$ cat src/rtl/cmp_toggle_timer.sv
module cmp_toggle_timer #(
  parameter int W    = 8,
  parameter int NSEL = 4,
  localparam int SW  = $clog2(NSEL)
) (
  input  logic            clk,
  input  logic            rst_n,
  input  logic [NSEL-1:0] tick_i,
  input  logic            wr_i,
  input  logic [1:0]      addr_i,
  input  logic [W-1:0]    wdata_i,
  output logic [W-1:0]    rdata_o,
  output logic            tc_pin_o,
  output logic            sck_tap_o,
  output logic            irq_o
);

  logic [W-1:0]  ref_q, cnt_q;
  logic          en_q, lat_q, irq_q;
  logic [SW-1:0] sel_q;
  logic [3:1]    oe_q;

  wire wr_ref  = wr_i && addr_i == 2'd0;
  wire wr_mode = wr_i && addr_i == 2'd1;
  wire wr_oe   = wr_i && addr_i == 2'd2;
  wire wr_st   = wr_i && addr_i == 2'd3;
  wire clr     = wr_mode && wdata_i[3] && wdata_i[2];
  wire step    = en_q && tick_i[sel_q];
  wire hit     = step && cnt_q == ref_q;

  always_ff @(posedge clk or negedge rst_n) begin
    if (!rst_n) begin
      ref_q <= '1;
      en_q  <= 1'b0;
      sel_q <= '0;
      oe_q  <= '0;
    end else begin
      if (wr_ref)  ref_q <= wdata_i;
      if (wr_mode) begin
        en_q  <= wdata_i[2];
        sel_q <= wdata_i[SW-1:0];
      end
      if (wr_oe)   oe_q <= wdata_i[3:1];
    end
  end

  always_ff @(posedge clk or negedge rst_n) begin
    if (!rst_n) begin
      cnt_q <= '0;
      lat_q <= 1'b0;
      irq_q <= 1'b0;
    end else if (clr) begin
      cnt_q <= '0;
      lat_q <= 1'b0;
      irq_q <= 1'b0;
    end else begin
      if (hit) begin
        cnt_q <= '0;
        lat_q <= ~lat_q;
        irq_q <= 1'b1;
      end else begin
        if (step) cnt_q <= cnt_q + 1'b1;
        if (wr_st && !wdata_i[0]) irq_q <= 1'b0;
      end
    end
  end

  always_comb begin
    rdata_o = '0;
    case (addr_i)
      2'd1:    rdata_o[2:0] = {en_q, sel_q};
      2'd2:    rdata_o[3:0] = {oe_q, 1'b0};
      2'd3:    rdata_o[1:0] = {lat_q, irq_q};
      default: rdata_o = '0;
    endcase
  end

  assign tc_pin_o  = lat_q & oe_q[2];
  assign sck_tap_o = lat_q;
  assign irq_o     = irq_q;


  match_toggle_chk: assert property (@(posedge clk) disable iff (!rst_n)
    (hit && !clr) |=> (lat_q != $past(lat_q)) && irq_q && cnt_q == '0);


  mode_clear_chk: assert property (@(posedge clk) disable iff (!rst_n)
    clr |=> cnt_q == '0 && !lat_q && !irq_q);


  idle_hold_chk: assert property (@(posedge clk) disable iff (!rst_n)
    (!en_q && !clr) |=> $stable(lat_q) && $stable(cnt_q));


  irq_sticky_chk: assert property (@(posedge clk) disable iff (!rst_n)
    (irq_q && !clr && !(wr_st && !wdata_i[0])) |=> irq_q);


  no_tick_chk: assert property (@(posedge clk) disable iff (!rst_n)
    (en_q && !tick_i[sel_q] && !clr) |=> $stable(cnt_q) && $stable(lat_q));

endmodule

$ cat config.mk
export PLATFORM = sky130hd
export DESIGN_NAME = cmp_toggle_timer
export DESIGN_NICKNAME = d
export VERILOG_FILES = /design/src/rtl/cmp_toggle_timer.sv
export SDC_FILE = /design/constraint.sdc
export NUM_CORES = 1
export LEC_CHECK = 0
export BUFFER_PORTS_ARGS = -buffer_cell sky130_fd_sc_hd__buf_2
export CORE_AREA = 5 5 58 60
export CTS_BUF_LIST = sky130_fd_sc_hd__clkbuf_4 sky130_fd_sc_hd__clkbuf_8 sky130_fd_sc_hd__clkbuf_16
export CTS_CLUSTER_DIAMETER = 40
export DETAILED_ROUTE_END_ITERATION = 8
export DIE_AREA = 0 0 63 65
export MAX_ROUTING_LAYER = met4
export PLACE_DENSITY = 0.73
export SETUP_SLACK_MARGIN = 0.2
export SYNTH_ARGS = -nofsm -noshare
export SYNTH_HDL_FRONTEND = slang
export SYNTH_SLANG_ARGS = --single-unit
$ cat constraint.sdc
create_clock -name clk -period 1.94 [get_ports clk]
set_input_delay 0.582 -clock clk [delete_from_list [all_inputs] [get_ports clk]]
set_output_delay 0.582 -clock clk [all_outputs]
set_load 0.05 [all_outputs]
==> results.ini, run 1 <==
[detailed_routing]
drt_iter0_drc=38
ant_nets=0
drtPass1Iterations=6
vias=1133
wl_per_cell_um=16.2
drt-total-wl_mm=3.14
vias_per_cell=5.84
drc=0

[setup_path]
reg2reg_from=sel_q[1]$_DFFE_PN0N_
r2r_slack_ns=0.27
critical_path.max_fanout=3
cp_slowest_cell=a222oi_1
crit_chain=buf_12, inv_12, ha_4, a222oi_1, buf_4, nor2_4, buf_8
critPathBufInv=4
endpoint_kind=output port
max_stage_delay_ns=0.41
reg2reg_depth=5
crit_family=buffers and inverters
crit_start=addr_i[1]
endpoint=rdata_o[1]
worst-path-stages=7
cp_data_required_time_ns=1.36
critPathLaunchType=input port
cp_data_arrival_time_ns=1.64
crit_type=input port to output port
regToRegEndpoint=cnt_q[7]$_DFFE_PN0P_

[floorplanning]
fp.dieH_um=65
die_w_um=63
die_area_um2=4100
core_um2=2880
start_util=0.470
ios=28
rows=20

[sta]
setup_viol_count_final=4
final.min_clock_period_ns=2.22
final_hold_viol_count=0
setup_tns_ns=-0.697
finalCritPeriodShare=1.15
slew_violations=0
hold-worst-slack_ns=0.227
rsz0062_at_grt=true
maxSlewHeadroom=0.655
setup_slack_ns=-0.282
worstMarginPinSlew_ns=0.517
fmax_ghz=0.450
skew_ns=0.00178

[cells_and_area]
layout-drive-gt1-share=0.484
design_area_um2=1770
post-route-util=0.613
fillCellCount=222
diodes=0
synthToLayoutAreaGrowth_pct=30.6
nets=185
seqCellArea_um2=613
multi_input_area_um2=788

[clocking]
cts.sinks=24
cts_max_path_buffers=2
root_buffer=clkbuf_4
cts_tree=done
cts_hold_buf=0
path_clk_slew_ns=0.12
h-tree-depth=1
numCtsBuffers=3
clk_latency_ns=0.31

[synthesis]
ys.warnings.count=0
synth_area_leaders=dfrtp_1 (30%), dfstp_2 (16%), mux2_2 (12%)
ys_ff_latch=24
yosysTopAreaCell=dfrtp_1
synth-simple-area-share=0.148
synth-xor-area-share=0.0519
synth_area_per_cell_um2=10.8
synth_fa_ha_area_frac=0.0556
synth_most_common_cell=dfrtp_1
ys_async_sr_fraction=1.00
synth_common_cells=dfrtp_1 (16), mux2_2 (14), nand2_1 (10)
synth_mux_area_frac=0.139
synth.distinct_cells=33
yosysSeqAreaShare=0.452
synth_top_family_by_area=simple AND/OR/NAND/NOR gates
synthesis.area_um2=1350
synth_compound_area_frac=0.114
synth_edf_count=0
synthCells=125
synth_top_area_frac=0.296
synth_ff_type=dfrtp_1

[placement]
gp_congestion=0.830
postPlaceCellArea_um2=1590
dp_hpwl_mm=2.27
dp_slack_ns=-0.432
io_buffer_count=23

[global_route]
use_met2=0.273
grt.busiest_layer=met2
grt_remaining_overflow=0
grt_antenna_before_repair=0
grt_use_met3=0.0468
grt_max_degree=25
grt_pass1_wl_mm=5.34
use_met1=0.189
grt_pass1_vias=1200
grt_use_total=0.166

[power_and_ir_drop]
peakVddDrop_uv=664
cellPowerDensity_nw_per_um2=894
leakagePower_nw=0.732

[status]
status=complete, but fails checks
violations=setup timing

[run]
cap_violations=0

[min_path]
hold_path_class=input port to async pin

[metrics by stage]
stage / total power, mW / cells
floorplan: 1.11 / 128
global placement: 1.23 / 185
detailed placement: 1.26 / 185
CTS: 1.55 / 190
global route: 1.69 / 194
finish: 1.58 / 194
[kinds of logic (layout without fill, tap and decap cells)]
logic type / count (synthesis) / count (layout)
simple gates: 36 / 36
compound gates: 24 / 24
flops: 24 / 24
mux: 17 / 17
buf+inv: 9 / 42
xor+xnor: 8 / 8
fa+ha+maj: 6 / 6
other cells: 1 / 4
[layout make-up]
type,instances,area share
clock buffers,4,0.0206
inverters,3,0.0135
flip-flops and latches,24,0.347
multi-input cells,95,0.446
well taps,33,0.0234
repair buffers,35,0.149
[how the worst min path moves through the flow]
stage / from / end / slack, ns / cells past startpoint
6_report: rst_n / oe_q[3]$_DFFE_PN0P_ / 0.23 / 1
5_1_grt: rst_n / oe_q[3]$_DFFE_PN0P_ / 0.25 / 1
4_1_cts: rst_n / oe_q[3]$_DFFE_PN0P_ / 0.23 / 1
3_5_place_dp: oe_q[3]$_DFFE_PN0P_ / oe_q[3]$_DFFE_PN0P_ / 0.52 / 1
3_3_place_gp: oe_q[3]$_DFFE_PN0P_ / oe_q[3]$_DFFE_PN0P_ / 0.48 / 1
2_1_floorplan: rst_n / cnt_q[0]$_DFFE_PN0P_ / 0.29 / 0
[flip-flops by register name (all words and copies together) (netlist names)]
register,count
cnt_q,8
en_q,1
irq_o,1
oe_q,3
ref_q,8
sck_tap_o,1
sel_q,2
[per-layer routing]
| metal | wire length, um | vias to the layer above |
|---|---|---|
| met5 | 0 | - |
| met4 | 97 | 0 |
| met3 | 196 | 14 |
| met2 | 1570 | 44 |
| met1 | 1280 | 548 |
| li1 | - | 527 |
[power by group]
part	total (mW)	switching, mW	internal, mW	leakage (nW)
Clock	0.255	0.140	0.115	0.0210
Sequential	0.762	0.133	0.629	0.286
Combinational	0.563	0.307	0.256	0.425
Total	1.58	0.580	0.999	0.732
[cell usage in the layout (no fill, tap or decap), types with 3 or more instances in the layout]
cell type and n:
buf_2 16, mux2_2 14, dfrtp_1 14, buf_4 11, nand2_1 10, xnor2_1 8, dfstp_2 8, a21oi_1 7
nand4_1 5, and4_1 4, o21ai_0 4, conb_1 4, buf_6 4, mux2i_1 3, or3_1 3, nand3_1 3
clkbuf_4 3
[repair_timing]
| action | in CTS | in global routing |
|---|---|---|
| resized for setup | 22 | 8 |
| setup endpoints to repair | 10 | 8 |
| pin swaps | 5 | 3 |
| setup buffers | 1 | 4 |
(Power assumes the default switching activity.)
==> inputs of run 2 (changes only) <==
CORE_AREA = 5 5 67 54   (was 5 5 58 60)
DIE_AREA = 0 0 72 59   (was 0 0 63 65)
PLACE_DENSITY = 0.71   (was 0.73)
==> run 2 against run 1 <==
Compared with the run above: the run still ends with setup timing left; clock power increased by 30%; cell count increased by 2.1%; critical path depth unchanged; count of clock-buffer cells in the layout unchanged; critical endpoint unchanged.
==> results.ini, run 2 (synthesis results as in run 1) <==
[floorplanning]
die_w_um=72  ; was 63 um
ios=28  ; unchanged
fp.dieH_um=59  ; was 65 um
start_util=0.474  ; was 0.470
rows=17  ; was 20
die_area_um2=4250  ; was 4100 um^2
core_um2=2850  ; was 2880 um^2

[setup_path]
crit_type=input port to output port  ; unchanged
cp_data_arrival_time_ns=1.62  ; was 1.64 ns
cp_data_required_time_ns=1.36  ; about the same
regToRegEndpoint=cnt_q[6]$_DFFE_PN0P_  ; was cnt_q[7]$_DFFE_PN0P_
reg2reg_from=sel_q[1]$_DFFE_PN0N_  ; unchanged
crit_family=buffers and inverters  ; unchanged
endpoint_kind=output port  ; unchanged
max_stage_delay_ns=0.38  ; was 0.41 ns
critPathBufInv=4  ; unchanged
critical_path.max_fanout=3  ; unchanged
critPathLaunchType=input port  ; unchanged
reg2reg_depth=4  ; was 5
r2r_slack_ns=0.26  ; was 0.27 ns
crit_chain=buf_12, inv_12, ha_4, a222oi_1, buf_4, nor2_4, buf_6  ; was buf_12, inv_12, ha_4, a222oi_1, buf_4, nor2_4, buf_8
cp_slowest_cell=a222oi_1  ; unchanged

[cells_and_area]
final_cell_mix=dfrtp_1 (16), buf_2 (16), mux2_2 (14)  ; was buf_2 (16), mux2_2 (14), dfrtp_1 (14)
nets=184  ; was 185
layout-drive-gt1-share=0.469  ; was 0.484
fillCellCount=230  ; was 222
final_cell_count_no_fill=198  ; was 194
diodes=0  ; unchanged
top_regs=cnt_q: 8 flops, ref_q: 8 flops, oe_q: 3 flops  ; unchanged
post-route-util=0.633  ; was 0.613
design_area_um2=1810  ; was 1770 um^2
synthToLayoutAreaGrowth_pct=33.6  ; was 30.6%

[detailed_routing]
drtPass1Iterations=4  ; was 6
drc=0  ; unchanged
wl_per_cell_um=16.5  ; was 16.2 um
ant_nets=0  ; unchanged
vias=1124  ; was 1133
vias_per_cell=5.68  ; was 5.84
drt_iter0_drc=52  ; was 38
drt-total-wl_mm=3.26  ; was 3.14 mm

[clocking]
numCtsBuffers=3  ; unchanged
cts.sinks=24  ; unchanged
cts_tree=done  ; unchanged
path_clk_slew_ns=0.08  ; was 0.12 ns
clk_latency_ns=0.26  ; was 0.31 ns
root_buffer=clkbuf_8  ; was clkbuf_4
cts_max_path_buffers=2  ; unchanged
h-tree-depth=1  ; unchanged

[min_path]
hold_path_class=input port to async pin  ; unchanged

[placement]
gp_congestion=0.820  ; was 0.830
dp_hpwl_mm=2.31  ; was 2.27 mm
dp.cells=189  ; was 185
io_buffer_count=23  ; unchanged
postPlaceCellArea_um2=1580  ; was 1590 um^2

[sta]
setup_slack_ns=-0.261  ; was -0.282 ns
finalCritPeriodShare=1.13  ; was 1.15
rsz0062_at_grt=true  ; unchanged
setup_viol_count_final=3  ; was 4
final.min_clock_period_ns=2.20  ; was 2.22 ns
worstMarginPinSlew_ns=0.521  ; was 0.517 ns
maxSlewHeadroom=0.652  ; was 0.655
slew_violations=0  ; unchanged
fmax_ghz=0.454  ; was 0.450 GHz
skew_ns=0.00536  ; was 0.00178 ns
hold-worst-slack_ns=0.282  ; was 0.227 ns
final_hold_viol_count=0  ; unchanged

[global_route]
grt_antenna_before_repair=0  ; unchanged
grt_pass1_vias=1100  ; was 1200
grt_remaining_overflow=0  ; unchanged
grt_pass1_wl_mm=5.31  ; was 5.34 mm
grt_use_total=0.162  ; was 0.166
grt_max_degree=25  ; unchanged

[power_and_ir_drop]
cellPowerDensity_nw_per_um2=917  ; was 894 nW/um^2
peakVddDrop_uv=574  ; was 664 uV
leakagePower_nw=0.746  ; was 0.732 nW
p_total_mw=1.66  ; was 1.58 mW

[status]
status=complete, but fails checks  ; unchanged
violations=setup timing  ; unchanged

[run]
cap_violations=0  ; unchanged

## run 2: worst max path at each step
stage,start,endpoint,slack [ns],depth (start not counted)
global route,addr_i[1],rdata_o[1],-0.28,7
finish,addr_i[1],rdata_o[1],-0.26,7
floorplan,addr_i[1],rdata_o[1],-0.01,4
detailed placement,addr_i[1],rdata_o[1],-0.37,7
global placement,addr_i[1],rdata_o[1],-0.32,7
CTS,addr_i[1],rdata_o[1],-0.18,7
## run 2: report_power, final
group / internal, mW / total, mW / switching (mW)
Combinational: 0.259 / 0.561 / 0.302
Clock: 0.181 / 0.331 / 0.150
Sequential: 0.628 / 0.763 / 0.135
## run 2: worst register-to-register path: stages, from the launching register on
cell,delay (ns)
dfrtp_1,0.45
mux2i_1,0.16
o22a_2,0.33
or4_1,0.51
a21oi_1,0.16
## run 2: cell type report
cell class / instances / area [um^2] / area share
flip-flops and latches: 24 / 611 / 0.338
clock buffers: 4 / 55.1 / 0.0305
repair buffers: 34 / 267 / 0.148
inverters: 3 / 36.3 / 0.0201
well taps: 38 / 47.5 / 0.0263
multi-input cells: 95 / 790 / 0.437
## run 2: timing repair
item,4_1_cts,5_1_grt
resized for setup,31,3
hold buffers,0,0
cloned,0,0
setup endpoints to repair,10,9
setup buffers,2,3
pin swaps,5,2
## run 2: per-stage QoR
step | setup WS [ns] | TNS (ns)
final | -0.261 | -0.530
after global routing | -0.276 | -0.634
after CTS | -0.179 | -0.478
after detailed placement | -0.369 | -1.29
after global placement | -0.317 | -0.943
after floorplan | -0.0118 | -0.0118
## run 2: routing by layer
layer,routed length (um),vias up,global-route usage
met4,51,0,0.0295
met5,0,-,-
met2,1540,49,0.255
li1,-,529,-
met3,229,6,0.0458
met1,1430,540,0.211
